File: src/rtl/seqid_pkg.sv
package seqid_pkg;

    localparam int INSN_W = 32;
    localparam int HALF_W = 16;

    typedef enum logic {
        FT_IDLE = 1'b0,
        FT_WAIT = 1'b1
    } fetch_state_t;

    typedef enum logic {
        MON_TRACK = 1'b0,
        MON_FAULT = 1'b1
    } mon_state_t;

    // A 32-bit encoding always ends in 2'b11; anything else is a 16-bit form.
    function automatic logic is_half(input logic [INSN_W-1:0] w);
        return w[1:0] != 2'b11;
    endfunction

endpackage

File: src/rtl/seqid_store.sv
module seqid_store
    import seqid_pkg::*;
#(
    parameter int ID_W  = 8,
    parameter int IDX_W = 3
) (
    input  logic              clk,
    input  logic              rst,
    input  logic              inj_valid,
    input  logic [INSN_W-1:0] inj_insn,
    output logic              inj_ready,
    input  logic [ID_W-1:0]   rel_ptr,
    output logic [ID_W-1:0]   wr_ptr,
    input  logic [IDX_W-1:0]  rd_idx,
    output logic [INSN_W-1:0] rd_data
);

    localparam int DEPTH = 1 << IDX_W;
    localparam logic [ID_W-1:0] DEPTH_ID = ID_W'(DEPTH);

    logic [INSN_W-1:0] slots [DEPTH];
    logic [ID_W-1:0]   held;
    logic              push;

    always_comb begin
        held      = wr_ptr - rel_ptr;
        inj_ready = held < DEPTH_ID;
        push      = inj_valid && inj_ready;
        rd_data   = slots[rd_idx];
    end

    always_ff @(posedge clk) begin
        if (rst) begin
            wr_ptr <= '0;
        end else if (push) begin
            wr_ptr <= wr_ptr + 1'b1;
        end
    end

    always_ff @(posedge clk) begin
        if (push) begin
            slots[wr_ptr[IDX_W-1:0]] <= inj_insn;
        end
    end

    AST_NO_OVERFLOW: assert property (@(posedge clk) disable iff (rst)
        (wr_ptr - rel_ptr) <= DEPTH_ID);

    AST_FULL_DROPS: assert property (@(posedge clk) disable iff (rst)
        (inj_valid && !inj_ready) |=> (wr_ptr == $past(wr_ptr)));

endmodule

File: src/rtl/seqid_fetch.sv
module seqid_fetch
    import seqid_pkg::*;
#(
    parameter int ID_W  = 8,
    parameter int IDX_W = 3
) (
    input  logic              clk,
    input  logic              rst,
    input  logic              req_valid,
    input  logic [ID_W-1:0]   req_id,
    input  logic [ID_W-1:0]   wr_ptr,
    input  logic [ID_W-1:0]   rel_ptr,
    output logic [IDX_W-1:0]  rd_idx,
    input  logic [INSN_W-1:0] rd_data,
    output logic              rsp_valid,
    output logic [ID_W-1:0]   rsp_id,
    output logic [INSN_W-1:0] rsp_insn,
    output logic              rsp_compressed
);

    localparam int DEPTH = 1 << IDX_W;
    localparam logic [ID_W-1:0] DEPTH_ID = ID_W'(DEPTH);

    fetch_state_t    state, state_nx;
    logic [ID_W-1:0] pend_id;
    logic [ID_W-1:0] tgt_id;
    logic [ID_W-1:0] tgt_ofs;
    logic [ID_W-1:0] fill;
    logic            tgt_v;
    logic            hit;

    // Target selection and readability test.
    always_comb begin
        tgt_v   = req_valid || (state == FT_WAIT);
        tgt_id  = req_valid ? req_id : pend_id;
        tgt_ofs = tgt_id - rel_ptr;
        fill    = wr_ptr - rel_ptr;
        hit     = tgt_v && (tgt_ofs < fill);
        rd_idx  = tgt_id[IDX_W-1:0];
    end

    always_comb begin
        state_nx = state;
        unique case (state)
            FT_IDLE: if (tgt_v && !hit) state_nx = FT_WAIT;
            FT_WAIT: if (hit)           state_nx = FT_IDLE;
            default:                    state_nx = FT_IDLE;
        endcase
    end

    // State register.
    always_ff @(posedge clk) begin
        if (rst) begin
            state   <= FT_IDLE;
            pend_id <= '0;
        end else begin
            state <= state_nx;
            if (req_valid) pend_id <= req_id;
        end
    end

    // Output register.
    always_ff @(posedge clk) begin
        if (rst) begin
            rsp_valid      <= 1'b0;
            rsp_id         <= '0;
            rsp_insn       <= '0;
            rsp_compressed <= 1'b0;
        end else begin
            rsp_valid <= hit;
            if (hit) begin
                rsp_id         <= tgt_id;
                rsp_compressed <= is_half(rd_data);
                rsp_insn       <= is_half(rd_data)
                                  ? {{(INSN_W-HALF_W){1'b0}}, rd_data[HALF_W-1:0]}
                                  : rd_data;
            end
        end
    end

    AST_RSP_WRITTEN: assert property (@(posedge clk) disable iff (rst)
        rsp_valid |-> ((wr_ptr - rsp_id) != '0) && ((wr_ptr - rsp_id) <= DEPTH_ID));

    AST_WAIT_SILENT: assert property (@(posedge clk) disable iff (rst)
        (state == FT_WAIT) |-> !rsp_valid);

    AST_HALF_CLEAR: assert property (@(posedge clk) disable iff (rst)
        (rsp_valid && rsp_compressed) |-> (rsp_insn[INSN_W-1:HALF_W] == '0));

endmodule

File: src/rtl/seqid_retire.sv
module seqid_retire
    import seqid_pkg::*;
#(
    parameter int ID_W = 8
) (
    input  logic            clk,
    input  logic            rst,
    input  logic            ret_valid,
    input  logic [ID_W-1:0] ret_id,
    input  logic [ID_W-1:0] wr_ptr,
    output logic [ID_W-1:0] exp_id,
    output logic            trace_valid,
    output logic [ID_W-1:0] trace_id,
    output logic            seq_err
);

    mon_state_t state, state_nx;
    logic       good;
    logic       bad;

    always_comb begin
        good = ret_valid && (ret_id == exp_id) && (wr_ptr != exp_id);
        bad  = ret_valid && !good;
    end

    always_comb begin
        state_nx = state;
        unique case (state)
            MON_TRACK: if (bad) state_nx = MON_FAULT;
            MON_FAULT:          state_nx = MON_FAULT;
            default:            state_nx = MON_TRACK;
        endcase
    end

    // State register.
    always_ff @(posedge clk) begin
        if (rst) state <= MON_TRACK;
        else     state <= state_nx;
    end

    // Outputs and expected-number counter.
    always_ff @(posedge clk) begin
        if (rst) begin
            exp_id      <= '0;
            trace_valid <= 1'b0;
            trace_id    <= '0;
        end else begin
            trace_valid <= (state == MON_TRACK) && good;
            if ((state == MON_TRACK) && good) begin
                exp_id   <= exp_id + 1'b1;
                trace_id <= exp_id;
            end
        end
    end

    assign seq_err = (state == MON_FAULT);

    AST_TRACE_MATCH: assert property (@(posedge clk) disable iff (rst)
        trace_valid |-> ($past(ret_valid) && ($past(ret_id) == trace_id)));

    AST_FAULT_STICKY: assert property (@(posedge clk) disable iff (rst)
        seq_err |=> seq_err);

    AST_FAULT_QUIET: assert property (@(posedge clk) disable iff (rst)
        $past(seq_err) |-> !trace_valid);

endmodule

File: src/rtl/seqid_inject_buf.sv
module seqid_inject_buf
    import seqid_pkg::*;
#(
    parameter int ID_W  = 8,
    parameter int IDX_W = 3
) (
    input  logic            clk,
    input  logic            rst,
    input  logic            inj_valid,
    input  logic [31:0]     inj_insn,
    output logic            inj_ready,
    input  logic            fetch_req_valid,
    input  logic [ID_W-1:0] fetch_req_id,
    output logic            fetch_rsp_valid,
    output logic [ID_W-1:0] fetch_rsp_id,
    output logic [31:0]     fetch_rsp_insn,
    output logic            fetch_rsp_compressed,
    input  logic            ret_valid,
    input  logic [ID_W-1:0] ret_id,
    output logic            trace_valid,
    output logic [ID_W-1:0] trace_id,
    output logic            seq_err
);

    logic [ID_W-1:0]   wr_ptr;
    logic [ID_W-1:0]   exp_id;
    logic [IDX_W-1:0]  rd_idx;
    logic [INSN_W-1:0] rd_data;

    seqid_store #(.ID_W(ID_W), .IDX_W(IDX_W)) u_store (
        .clk       (clk),
        .rst       (rst),
        .inj_valid (inj_valid),
        .inj_insn  (inj_insn),
        .inj_ready (inj_ready),
        .rel_ptr   (exp_id),
        .wr_ptr    (wr_ptr),
        .rd_idx    (rd_idx),
        .rd_data   (rd_data)
    );

    seqid_fetch #(.ID_W(ID_W), .IDX_W(IDX_W)) u_fetch (
        .clk            (clk),
        .rst            (rst),
        .req_valid      (fetch_req_valid),
        .req_id         (fetch_req_id),
        .wr_ptr         (wr_ptr),
        .rel_ptr        (exp_id),
        .rd_idx         (rd_idx),
        .rd_data        (rd_data),
        .rsp_valid      (fetch_rsp_valid),
        .rsp_id         (fetch_rsp_id),
        .rsp_insn       (fetch_rsp_insn),
        .rsp_compressed (fetch_rsp_compressed)
    );

    seqid_retire #(.ID_W(ID_W)) u_retire (
        .clk         (clk),
        .rst         (rst),
        .ret_valid   (ret_valid),
        .ret_id      (ret_id),
        .wr_ptr      (wr_ptr),
        .exp_id      (exp_id),
        .trace_valid (trace_valid),
        .trace_id    (trace_id),
        .seq_err     (seq_err)
    );

    AST_IDLE_RETIRE: assert property (@(posedge clk) disable iff (rst)
        !ret_valid |=> !trace_valid);

endmodule

File: config.mk
export PLATFORM = sky130hd
export DESIGN_NAME = seqid_inject_buf
export DESIGN_NICKNAME = d
export VERILOG_FILES = /design/src/rtl/seqid_pkg.sv /design/src/rtl/seqid_store.sv /design/src/rtl/seqid_fetch.sv /design/src/rtl/seqid_retire.sv /design/src/rtl/seqid_inject_buf.sv
export SDC_FILE = /design/constraint.sdc
export NUM_CORES = 1
export LEC_CHECK = 0
export ABC_AREA = 1
export BUFFER_PORTS_ARGS = -buffer_cell sky130_fd_sc_hd__buf_2
export CAP_MARGIN = 20
export CORE_AREA = 5 5 177 179
export DETAILED_ROUTE_END_ITERATION = 12
export DIE_AREA = 0 0 182 184
export GPL_TIMING_DRIVEN = 0
export PLACE_DENSITY = 0.69
export SLEW_MARGIN = 20
export SYNTH_ARGS = -nofsm -noshare
export SYNTH_HDL_FRONTEND = slang
export SYNTH_SLANG_ARGS = --single-unit
File: constraint.sdc
create_clock -name clk -period 4.9 [get_ports clk]
set_input_delay 0.49 -clock clk [delete_from_list [all_inputs] [get_ports clk]]
set_output_delay 0.49 -clock clk [all_outputs]
set_load 0.005 [all_outputs]
==> flow_summary_export.csv, run 1 <==
group,metric,value,unit
power,irDropWorstVdd,0.000280,V
global_routing,grt_pass1_wl,57300,um
floorplan,fp.dieH,184,um
critical_path,cp-end-kind,"register",
detailed_routing,remaining_drc_errors,0,
sta,finalWorstSetupSlack,0.463,ns
clock_network,clockBufferDepth,3,
placed_design,post-dp-hpwl,25200,um
detailed_routing,drt-total-wl,37100,um
power,power_density,462,nW/um2
power,p_int,5.48,mW
sta,finalClockSkew,0.0109,ns
yosys,ys_seq_area_frac,0.637,
sta,hold_viol,0,
power,clkPwrFrac,0.320,
power,swShare,0.298,
clock_network,numClockSinks,333,
worst_hold_path,hold_class,"primary input to register",
yosys,ys_seq_elements,333,
finish,final_common_cell,"nand2_1",
worst_hold_path,hold_depth,3,
floorplan,rows,63,
placed_design,gp_congestion,0.858,
power,power_switching,2.33,mW
critical_path,crit_top_cell,"nand2_1",
sta,setup_viol,0,
finish,instances_no_fill,1983,
critical_path,startpoint_type,"primary input",
detailed_routing,viasPerCell,5.36,
placed_design,dp.cells,1919,
finish,syn_to_final_growth,16.5,%
critical_path,r2r_cells,19,
floorplan,dieArea,33500,um2
run,max_cap_viol_count,0,
floorplan,initial_core_util,0.493,
critical_path,max_stage_delay,0.45,ns
placed_design,port_buffers,104,
yosys,synth-main-ff-cell,"edfxtp_1",
critical_path,crit_chain,"buf_2, inv_2, or2_1, o21ai_2, inv_2, clkbuf_1, ha_1, nand2_1, o21ai_0, a21oi_1, o21ai_0, xnor2_1, inv_1, ha_1, a21oi_1, o21a_1, nand2_1, nor2_2, clkbuf_1, nand2_1, nand2_1, nor2_1",
critical_path,crit_slowest_cell,"nor2_2",
yosys,yosysWarnings,0,
yosys,syn_area_per_cell,10.3,um2
power,p_leak,6.78,nW
sta,rsz0062_at_grt,"no",
yosys,synth_area,14500,um2
clock_network,clk_latency,0.53,ns
clock_network,clk_pin_slew,0.06,ns
yosys,synth_edf_count,256,
finish,layout_common_cells,"nand2_1, edfxtp_1, nand3_1, buf_2, nor2_1",
detailed_routing,route.antenna.remaining_nets,0,
outcome,status,"finished, final reports clean",
critical_path,critPathRequiredTime,5.33,ns
critical_path,path_class,"primary input to register",
sta,max_freq,225,MHz
sta,tightest_slew,0.853,ns
critical_path,critPathMaxFanout,11,
floorplan,core_area,29400,um2
global_routing,grt_max_degree,21,
clock_network,numCtsBuffers,35,
floorplan,die_x,182,um
detailed_routing,wire_per_inst,18.7,um
sta,period_minus_slack,4.44,ns
sta,slew_viol_final,0,
clock_network,htree_levels,2,
placed_design,pre_cts_ws,-0.0757,ns
floorplan,ios,106,
yosys,synth_cells,1411,
power,seqPwrFrac,0.464,
clock_network,cts_hold_buf,0,
yosys,synthArstFlopShare,0,
global_routing,overflow,0,
power,pwr-share-comb,0.217,
detailed_routing,drt_iter0_drc,1026,
clock_network,tritoncts,"done",
global_routing,grt_usage,0.221,
detailed_routing,drt-pass1-iter-count,6,
critical_path,cp.arrival,4.86,ns
yosys,synth_fp_nets,1490,
global_routing,antenna_found_initial,3,
finish,layout-drive-gt1-share,0.173,
global_routing,grt_pass1_vias,10189,
finish,layout.nets,1645,
clock_network,root_buffer,"clkbuf_16",
yosys,synth.distinct_cells,40,
sta,relSlewSlack,0.431,
sta,timing.final.crit_share,0.906,
detailed_routing,vias,10623,
## cells by family (layout without fill, tap and decap cells)
logic type | Yosys count | in the layout | synth area share
other cells | 0 | 1 | 0
simple gates | 774 | 774 | 0.233
buf+inv | 160 | 341 | 0.0555
xor+xnor | 21 | 21 | 0.0127
compound gates | 96 | 96 | 0.0380
mux | 1 | 1 | 0.000690
flops | 333 | 333 | 0.637
fa+ha+maj | 26 | 26 | 0.0235
## through the flow
step | power [mW] | area, um2 | TNS, ns | hold WS [ns] | util
5_1_grt | 8.19 | 16900 | 0 | 0.213 | 0.575
6_report | 7.81 | 16900 | 0 | 0.213 | 0.575
4_1_cts | 7.85 | 16900 | 0 | 0.193 | 0.574
2_1_floorplan | 4.64 | 14500 | 0 | 0.442 | -
3_3_place_gp | 5.26 | 15500 | -116.31 | 0.442 | 0.527
3_5_place_dp | 5.36 | 15800 | -0.567 | 0.447 | 0.538
## area by class of cell
class | count | area, um2
clock buffers | 46 | 958
flip-flops and latches | 333 | 9230
inverters | 92 | 348
diodes | 1 | 2.50
plain buffers | 68 | 458
multi-input cells | 918 | 4520
well taps | 390 | 488
repair buffers | 118 | 772
clock inverters | 17 | 118
fillers | 2428 | 12500
## power groups by stage
stage / registers (mW) / logic, mW / clock network (mW)
2_1_floorplan: 3.65 / 0.992 / 0
3_5_place_dp: 3.68 / 1.69 / 0
3_3_place_gp: 3.68 / 1.58 / 0
6_report: 3.62 / 1.69 / 2.50
5_1_grt: 3.65 / 1.89 / 2.65
4_1_cts: 3.62 / 1.70 / 2.53
## sequential cells by signal, summed over array words and instances, names as in the netlist, named ones only
name / count
u_fetch.rsp_id: 8
u_retire.seq_err: 1
u_store.wr_ptr: 8
u_fetch.pend_id: 8
u_fetch.rsp_compressed: 1
u_retire.exp_id: 8
u_retire.trace_valid: 1
u_store.slots: 256
u_fetch.rsp_valid: 1
u_fetch.rsp_insn: 32
u_retire.trace_id: 8
## worst max-delay path: cells and delay by family
| kind | cells | cell delay, ns |
|---|---|---|
| buffers and inverters | 6 | 1.23 |
| and+or+nand+nor | 7 | 1.12 |
| adders and majority gates | 2 | 0.71 |
| AOI/OAI and AO/OA | 6 | 1.15 |
| xor gates and xnor gates | 1 | 0.16 |
## Yosys cell counts (15+ instances only)
cell type | instances | share of area
inv_1 | 86 | 0.022
buf_2 | 23 | 0.0079
clkbuf_1 | 15 | 0.0039
nand3_1 | 201 | 0.069
edfxtp_1 | 256 | 0.53
nand2_1 | 406 | 0.11
ha_1 | 24 | 0.021
nor2_1 | 100 | 0.026
o21ai_0 | 38 | 0.013
or2_2 | 20 | 0.0086
a21oi_1 | 25 | 0.0086
buf_4 | 15 | 0.0078
nand4_1 | 17 | 0.0073
dfxtp_1 | 77 | 0.11
## metal layers
layer,track usage,share of wire
met5,0,0.00054
met2,0.373,0.48
met1,0.290,0.41
met3,0.0364,0.079
met4,0.0826,0.034
## path summary, 6_finish.rpt
check / startpoint / endpoint / slack (ns)
min reg2reg: u_retire.trace_id[6]$_SDFFE_PP0P_ / u_retire.trace_id[6]$_SDFFE_PP0P_ / 0.45
min: ret_valid / u_retire.seq_err$_SDFF_PP0_ / 0.21
max reg2reg: u_fetch.pend_id[2]$_SDFF_PP0_ / u_fetch.rsp_insn[19]$_SDFFE_PP0P_ / 0.48
max: fetch_req_valid / u_fetch.rsp_insn[19]$_SDFFE_PP0P_ / 0.46
## timing repair
| item | CTS | global route |
|---|---|---|
| buffers inserted | 0 | 0 |
| gates resized for setup | 0 | 2 |
| endpoints found under the setup margin | 0 | 2 |
Note: power is estimated with default switching activity, not from simulation.
==> run 2, diff against run 1 <==
--- a/config.mk
+++ b/config.mk
@@ -5,12 +5,12 @@
 export SDC_FILE = /design/constraint.sdc
 export NUM_CORES = 1
 export LEC_CHECK = 0
-export ABC_AREA = 1
+export ABC_AREA = 0
 export BUFFER_PORTS_ARGS = -buffer_cell sky130_fd_sc_hd__buf_2
 export CAP_MARGIN = 20
-export CORE_AREA = 5 5 177 179
+export CORE_AREA = 5 5 173 175
 export DETAILED_ROUTE_END_ITERATION = 12
-export DIE_AREA = 0 0 182 184
+export DIE_AREA = 0 0 178 180
 export GPL_TIMING_DRIVEN = 0
 export PLACE_DENSITY = 0.69
 export SLEW_MARGIN = 20
==> run 2 against run 1 <==
  * Maximum frequency decreased by 4.0%
  * Cell area down 2.7%
  * Sequential share of layout area increased by 1.5 points
  * Hold slack better by 0.012 ns
  * Combinational power shrank 11%
  * Clock skew up 0.0083 ns
  * Sequential power down 2%
  * Clock-buffer cell count up 1
  * Synthesized cell count shrank 17%
  * Worst setup slack got worse by 0.18 ns
  * Critical endpoint is now u_fetch.rsp_insn[28]$_SDFFE_PP0P_
  * Wire length down 2.1%
  * Die area shrank 4.3%
==> flow_summary_export.csv, run 2 <==
group,metric,value,unit
finish,layout.nets,1431,
detailed_routing,highest-signal-layer,"met5",
floorplan,rows,62,
critical_path,startpoint_type,"register",
worst_hold_path,hold_class,"primary input to register",
yosys,synth_common_cells,"nand2_1, edfxtp_1, nand3_1",
critical_path,rrSetupSlack,0.28,ns
critical_path,cp-end-kind,"register",
critical_path,crit_start,"u_fetch.pend_id[0]$_SDFF_PP0_",
placed_design,pre_cts_ws,-1.90,ns
clock_network,tritoncts,"done",
yosys,ys_seq_elements,333,
critical_path,critPathTopFamily,"compound AO/OA/AOI/OAI gates",
global_routing,antenna_found_initial,3,
sta,finalWorstSetupSlack,0.278,ns
sta,setup_viol,0,
detailed_routing,route.antenna.remaining_nets,0,
yosys,synth_edf_count,256,
detailed_routing,wl_met2,17700,um
finish,layout_common_cells,"nand2_1, edfxtp_1, buf_2, nand3_1, dfxtp_1",
critical_path,crit_slowest_cell,"mux2_4",
power,p_leak,6.20,nW
critical_path,cp.arrival,5.07,ns
finish,final_common_cell,"nand2_1",
yosys,ys_seq_area_frac,0.669,
global_routing,grt_usage,0.224,
critical_path,path_class,"register to register",
global_routing,grt_pass1_vias,10101,
critical_path,critPathMaxFanout,19,
worst_hold_path,min_from,"inj_insn[19]",
clock_network,clockBufferDepth,3,
clock_network,root_buffer,"clkbuf_16",
critical_path,r2r_cells,21,
yosys,synth_area,13800,um2
placed_design,post-dp-hpwl,25200,um
detailed_routing,met1_length,14500,um
critical_path,crit_top_cell,"a21oi_1",
detailed_routing,remaining_drc_errors,0,
power,power_density,470,nW/um2
floorplan,die_x,178,um
critical_path,max_stage_delay,0.39,ns
floorplan,core_area,28300,um2
yosys,synth_mux_area_frac,0.0163,
floorplan,initial_core_util,0.488,
global_routing,grt_pass1_wl,56100,um
sta,timing.final.crit_share,0.943,
detailed_routing,viasPerCell,5.74,
critical_path,crit_cells,21,
clock_network,clk_latency,0.52,ns
clock_network,cts_hold_buf,0,
yosys,yosysWarnings,0,
clock_network,numClockSinks,333,
yosys,synthTopCellsByArea,"edfxtp_1, dfxtp_1, nand2_1",
floorplan,ios,106,
clock_network,numCtsBuffers,35,
power,total_power,7.73,mW
detailed_routing,drt-total-wl,36300,um
finish,nFillCells,2269,
critical_path,rr_startpoint,"u_fetch.pend_id[0]$_SDFF_PP0_",
critical_path,r2r_end,"u_fetch.rsp_insn[28]$_SDFFE_PP0P_",
sta,finalClockSkew,0.0191,ns
yosys,syn_area_per_cell,11.8,um2
sta,max_freq,216,MHz
detailed_routing,drt-pass1-iter-count,7,
power,irDropWorstVdd,0.000206,V
yosys,synthArstFlopShare,0,
critical_path,cp-endpoint,"u_fetch.rsp_insn[28]$_SDFFE_PP0P_",
sta,tightest_slew,0.795,ns
floorplan,dieArea,32000,um2
yosys,synth-xor-area-share,0.0171,
yosys,synth_cells,1174,
finish,postLayoutCellArea,16400,um2
placed_design,place_area,15100,um2
critical_path,critPathRequiredTime,5.35,ns
placed_design,gp_congestion,0.860,
yosys,synth.most_common_cell,"nand2_1",
yosys,synth_top_area_share,0.557,
critical_path,crit_buf_inv,6,
global_routing,grt_max_degree,22,
sta,hold_viol,0,
clock_network,clk_pin_slew,0.06,ns
yosys,yosys.area_share.simple,0.160,
placed_design,port_buffers,104,
detailed_routing,drt_iter0_drc,1037,
critical_path,crit_chain,"mux2_4, inv_8, buf_4, ha_1, fa_1, inv_1, a21o_1, a21oi_1, o21bai_1, a21oi_1, xnor2_1, ha_1, a21oi_1, o21ai_0, a221oi_2, nor2b_1, clkbuf_2, nand2_1, clkinvlp_4, clkbuf_4, a32o_1",
floorplan,fp.dieH,180,um
finish,syn_to_final_growth,19.1,%
sta,slew_viol_final,0,
yosys,synth_fp_nets,1253,
sta,relSlewSlack,0.470,
sta,period_minus_slack,4.62,ns
yosys,synth-main-ff-cell,"edfxtp_1",
outcome,status,"finished, final reports clean",
global_routing,overflow,0,
run,max_cap_viol_count,0,
detailed_routing,dr_wl_met3,2960,um
yosys,synth.distinct_cells,60,
yosys,synth_fa_ha_area_frac,0.0247,
detailed_routing,vias,10129,
yosys,synth_top_family_by_area,"simple AND/OR/NAND/NOR gates",
finish,largest_reg_flops,256,
yosys,yosys.area.top_type,"edfxtp_1",
clock_network,htree_levels,2,
yosys,synth_compound_area_frac,0.0864,
detailed_routing,wire_per_inst,20.6,um
finish,layout-drive-gt1-share,0.177,
==> run 2: cell type report <==
class                           count  area, um2  share of cell area
Inverter                           27        116             0.00708
Antenna cell                        4       10.0            0.000609
Buffer                             63        280              0.0170
Timing Repair Buffer              145        857              0.0521
Clock buffer                       47        942              0.0573
Tap cell                          384        480              0.0292
Clock inverter                     16        215              0.0131
Sequential cell                   333       9230               0.561
Multi-Input combinational cell    747       4310               0.262
==> run 2: worst register-to-register path, stage by stage, from the launching register on <==
cell and delay, ns:
dfxtp_1 0.37, mux2_4 0.39, inv_8 0.18, buf_4 0.25, ha_1 0.21, fa_1 0.21, inv_1 0.05, a21o_1 0.15
a21oi_1 0.22, o21bai_1 0.09, a21oi_1 0.18, xnor2_1 0.15, ha_1 0.28, a21oi_1 0.14, o21ai_0 0.11, a221oi_2 0.37
nor2b_1 0.24, clkbuf_2 0.20, nand2_1 0.12, clkinvlp_4 0.23, clkbuf_4 0.25, a32o_1 0.17
==> run 2: worst min-delay path by stage <==
stage          cells after the start                             endpoint
3_3_place_gp                       1    u_fetch.rsp_insn[29]$_SDFFE_PP0P_
3_5_place_dp                       1    u_fetch.rsp_insn[24]$_SDFFE_PP0P_
5_1_grt                            1       u_store.slots[6][19]$_DFFE_PP_
6_report                           1       u_store.slots[0][19]$_DFFE_PP_
4_1_cts                            1       u_store.slots[0][19]$_DFFE_PP_
2_1_floorplan                      2  u_fetch.rsp_compressed$_SDFFE_PP0P_
==> run 2: through the flow <==
step / util / hold WS (ns) / TNS [ns] / std cells
after floorplan: - / 0.463 / -104.51 / 1174
after global placement: 0.523 / 0.448 / -781.82 / 1662
after detailed placement: 0.534 / 0.450 / -68.85 / 1696
after CTS: 0.577 / 0.216 / 0 / 1757
after global routing: 0.580 / 0.225 / -0.0118 / 1764
final: 0.581 / 0.225 / 0 / 1766
==> run 2: cells by family after synthesis <==
family                     Yosys count
and+or+nand+nor                    502
muxes                               22
adders and majority gates           26
DFF                                333
buffers and inverters               94
xor gates and xnor gates            27
AOI/OAI and AO/OA                  170
==> run 2: report_power, final <==
| part | internal (mW) | switching, mW | total (mW) |
|---|---|---|---|
| clock network | 1.62 | 1.04 | 2.67 |
| logic | 0.527 | 0.987 | 1.51 |
| registers | 3.41 | 0.132 | 3.55 |
==> run 2: metal layers <==
| layer | vias up | track usage |
|---|---|---|
| li1 | 4631 | - |
| met1 | 4974 | 0.295 |
| met2 | 437 | 0.374 |
| met3 | 85 | 0.0384 |
| met4 | 2 | 0.0808 |
| met5 | - | 0 |
==> run 2: repair_timing <==
item	CTS	global route
gates resized for setup	19	14
buffers inserted	1	6
endpoints found under the setup margin	42	49
==> run 3, diff against run 2 <==
--- a/config.mk
+++ b/config.mk
@@ -8,11 +8,11 @@
 export ABC_AREA = 0
 export BUFFER_PORTS_ARGS = -buffer_cell sky130_fd_sc_hd__buf_2
 export CAP_MARGIN = 20
-export CORE_AREA = 5 5 173 175
+export CORE_AREA = 5 5 142 212
 export DETAILED_ROUTE_END_ITERATION = 12
-export DIE_AREA = 0 0 178 180
+export DIE_AREA = 0 0 147 217
 export GPL_TIMING_DRIVEN = 0
-export PLACE_DENSITY = 0.69
+export PLACE_DENSITY = 0.7
 export SLEW_MARGIN = 20
 export SYNTH_ARGS = -nofsm -noshare
 export SYNTH_HDL_FRONTEND = slang
==> run 3 against run 2 <==
  * Sequential share of layout area grew 0.71 points
  * Sequential power hardly changed
  * Critical path depth down 8
  * Largest cell class unchanged
  * Global-route usage is 0.14 points higher
  * Clock-buffer cell count down 3
  * Clock skew shrank 0.0072 ns
==> flow_summary_export.csv, run 3 (synthesis gave the netlist of run 2 again) <==
group,metric,value,unit
finish,multiInputGateArea,4290,um2
sta,max_freq,215,MHz
run,max_cap_viol_count,0,
critical_path,r2r_cells,13,
sta,rsz0062_at_grt,"no",
critical_path,r2r_end,"u_store.slots[4][26]$_DFFE_PP_",
detailed_routing,drt-total-wl,36600,um
sta,hold_viol,0,
finish,largest_reg_flops,256,
finish,layout-drive-gt1-share,0.176,
critical_path,cp-endpoint,"u_store.slots[4][26]$_DFFE_PP_",
critical_path,crit_start,"u_retire.exp_id[0]$_SDFFE_PP0P_",
critical_path,cp-end-kind,"register",
global_routing,grt_usage,0.226,
critical_path,critPathRequiredTime,5.17,ns
placed_design,gp_congestion,0.811,
global_routing,overflow,0,
clock_network,clk_pin_slew,0.06,ns
finish,layout_common_cells,"nand2_1, edfxtp_1, buf_2, nand3_1, dfxtp_1",
floorplan,ios,106,
detailed_routing,remaining_drc_errors,0,
finish,post-route-util,0.582,
floorplan,die_x,147,um
critical_path,startpoint_type,"register",
clock_network,numCtsBuffers,31,
detailed_routing,drt_iter0_drc,854,
floorplan,dieArea,31900,um2
finish,final_common_cell,"nand2_1",
critical_path,cp.arrival,4.93,ns
clock_network,numClockSinks,333,
outcome,status,"finished, final reports clean",
global_routing,grt_pass1_wl,56100,um
sta,timing.final.crit_share,0.950,
global_routing,grt_max_degree,20,
detailed_routing,vias,9933,
detailed_routing,wire_per_inst,21.3,um
critical_path,rr_startpoint,"u_retire.exp_id[0]$_SDFFE_PP0P_",
placed_design,port_buffers,104,
sta,finalClockSkew,0.0119,ns
finish,nFillCells,2289,
placed_design,dp.cells,1661,
detailed_routing,viasPerCell,5.77,
floorplan,rows,75,
power,power_density,461,nW/um2
finish,layout.nets,1428,
critical_path,critPathMaxFanout,9,
finish,final-seq-area,9230,um2
clock_network,tritoncts,"done",
clock_network,cts_hold_buf,0,
power,irDropWorstVdd,0.000319,V
sta,slew_viol_final,0,
sta,whs,0.183,ns
worst_hold_path,min_from,"inj_insn[31]",
detailed_routing,route.antenna.remaining_nets,0,
finish,syn_to_final_growth,17.6,%
critical_path,path_class,"register to register",
sta,setup_viol,0,
clock_network,htree_levels,1,
clock_network,root_buffer,"clkbuf_16",
global_routing,grt_pass1_vias,10094,
clock_network,clk_latency,0.57,ns
placed_design,post-dp-hpwl,25800,um
floorplan,core_area,27900,um2
global_routing,antenna_found_initial,4,
power,p_leak,6.14,nW
critical_path,rrSetupSlack,0.25,ns
sta,tightest_slew,0.978,ns
sta,relSlewSlack,0.343,
finish,instances_no_fill,1722,
detailed_routing,drt-pass1-iter-count,5,
sta,period_minus_slack,4.65,ns
floorplan,initial_core_util,0.495,
worst_hold_path,hold_class,"primary input to register",
clock_network,clockBufferDepth,3,
floorplan,fp.dieH,217,um
[run 3: cell types whose count changed in the layout (fill, tap and decap cells not counted), moves of 2 or more]
| cell | before | now |
|---|---|---|
| buf_2 | 114 | 117 |
| nor4_4 | 2 | 0 |
| buf_6 | 6 | 8 |
| nor4_2 | 2 | 4 |
| clkbuf_2 | 7 | 5 |
| clkbuf_8 | 0 | 2 |
| clkinv_1 | 4 | 1 |
| clkbuf_16 | 36 | 31 |
| buf_4 | 30 | 28 |
[run 3: layout make-up]
class	instances	share of cell area
Antenna cell	3	0.000462
Multi-Input combinational cell	747	0.264
Timing Repair Buffer	146	0.0525
Sequential cell	333	0.569
Tap cell	346	0.0267
Buffer	63	0.0176
Inverter	27	0.00678
Clock inverter	13	0.0113
Clock buffer	44	0.0520
[run 3: per-stage QoR]
| step | total power [mW] | TNS (ns) | setup slack (ns) | instance area [um2] |
|---|---|---|---|---|
| final | 7.49 | 0 | 0.247 | 16200 |
| after global routing | 7.79 | 0 | 0.0222 | 16200 |
| after CTS | 7.48 | 0 | 0.0386 | 16200 |
| after detailed placement | 5.05 | -57.94 | -1.64 | 15100 |
| after global placement | 4.87 | -848.38 | -4.59 | 14800 |
| after floorplan | 4.41 | -104.51 | -1.11 | 13800 |
[run 3: worst min-delay path by stage]
stage	endpoint	slack [ns]	depth (start not counted)
4_1_cts	u_store.slots[3][31]$_DFFE_PP_	0.16	1
3_5_place_dp	u_fetch.rsp_insn[20]$_SDFFE_PP0P_	0.45	1
6_report	u_store.slots[3][31]$_DFFE_PP_	0.18	1
5_1_grt	u_store.slots[2][31]$_DFFE_PP_	0.18	1
2_1_floorplan	u_fetch.rsp_compressed$_SDFFE_PP0P_	0.46	2
3_3_place_gp	u_fetch.rsp_insn[26]$_SDFFE_PP0P_	0.45	1
[run 3: power breakdown]
part	switching (mW)	total, mW	leakage [nW]	internal, mW
combinational	0.952	1.49	2.68	0.535
clock	1.04	2.45	0.503	1.41
sequential	0.137	3.55	2.95	3.41
[run 3: worst max-delay path, stage by stage (launching register included)]
cell,delay (ns)
dfxtp_1,0.58
ha_1,0.24
inv_1,0.06
fa_1,0.46
a211oi_1,0.40
nor4b_1,0.14
nor4_2,0.55
nand2_1,0.15
or2_2,0.30
buf_2,0.21
nor4_2,0.46
buf_2,0.33
buf_2,0.25
buf_2,0.23
[run 3: timing repair]
| action | 4_1_cts | 5_1_grt |
|---|---|---|
| gates cloned | 0 | 0 |
| setup buffers | 0 | 5 |
| setup endpoints to repair | 42 | 42 |
| gates resized for setup | 22 | 12 |
[run 3: metal layers]
metal / share of wire / global-route usage
met1: 0.37 / 0.262
met5: 0.00068 / 0
met3: 0.070 / 0.0360
met2: 0.53 / 0.421
met4: 0.031 / 0.0784
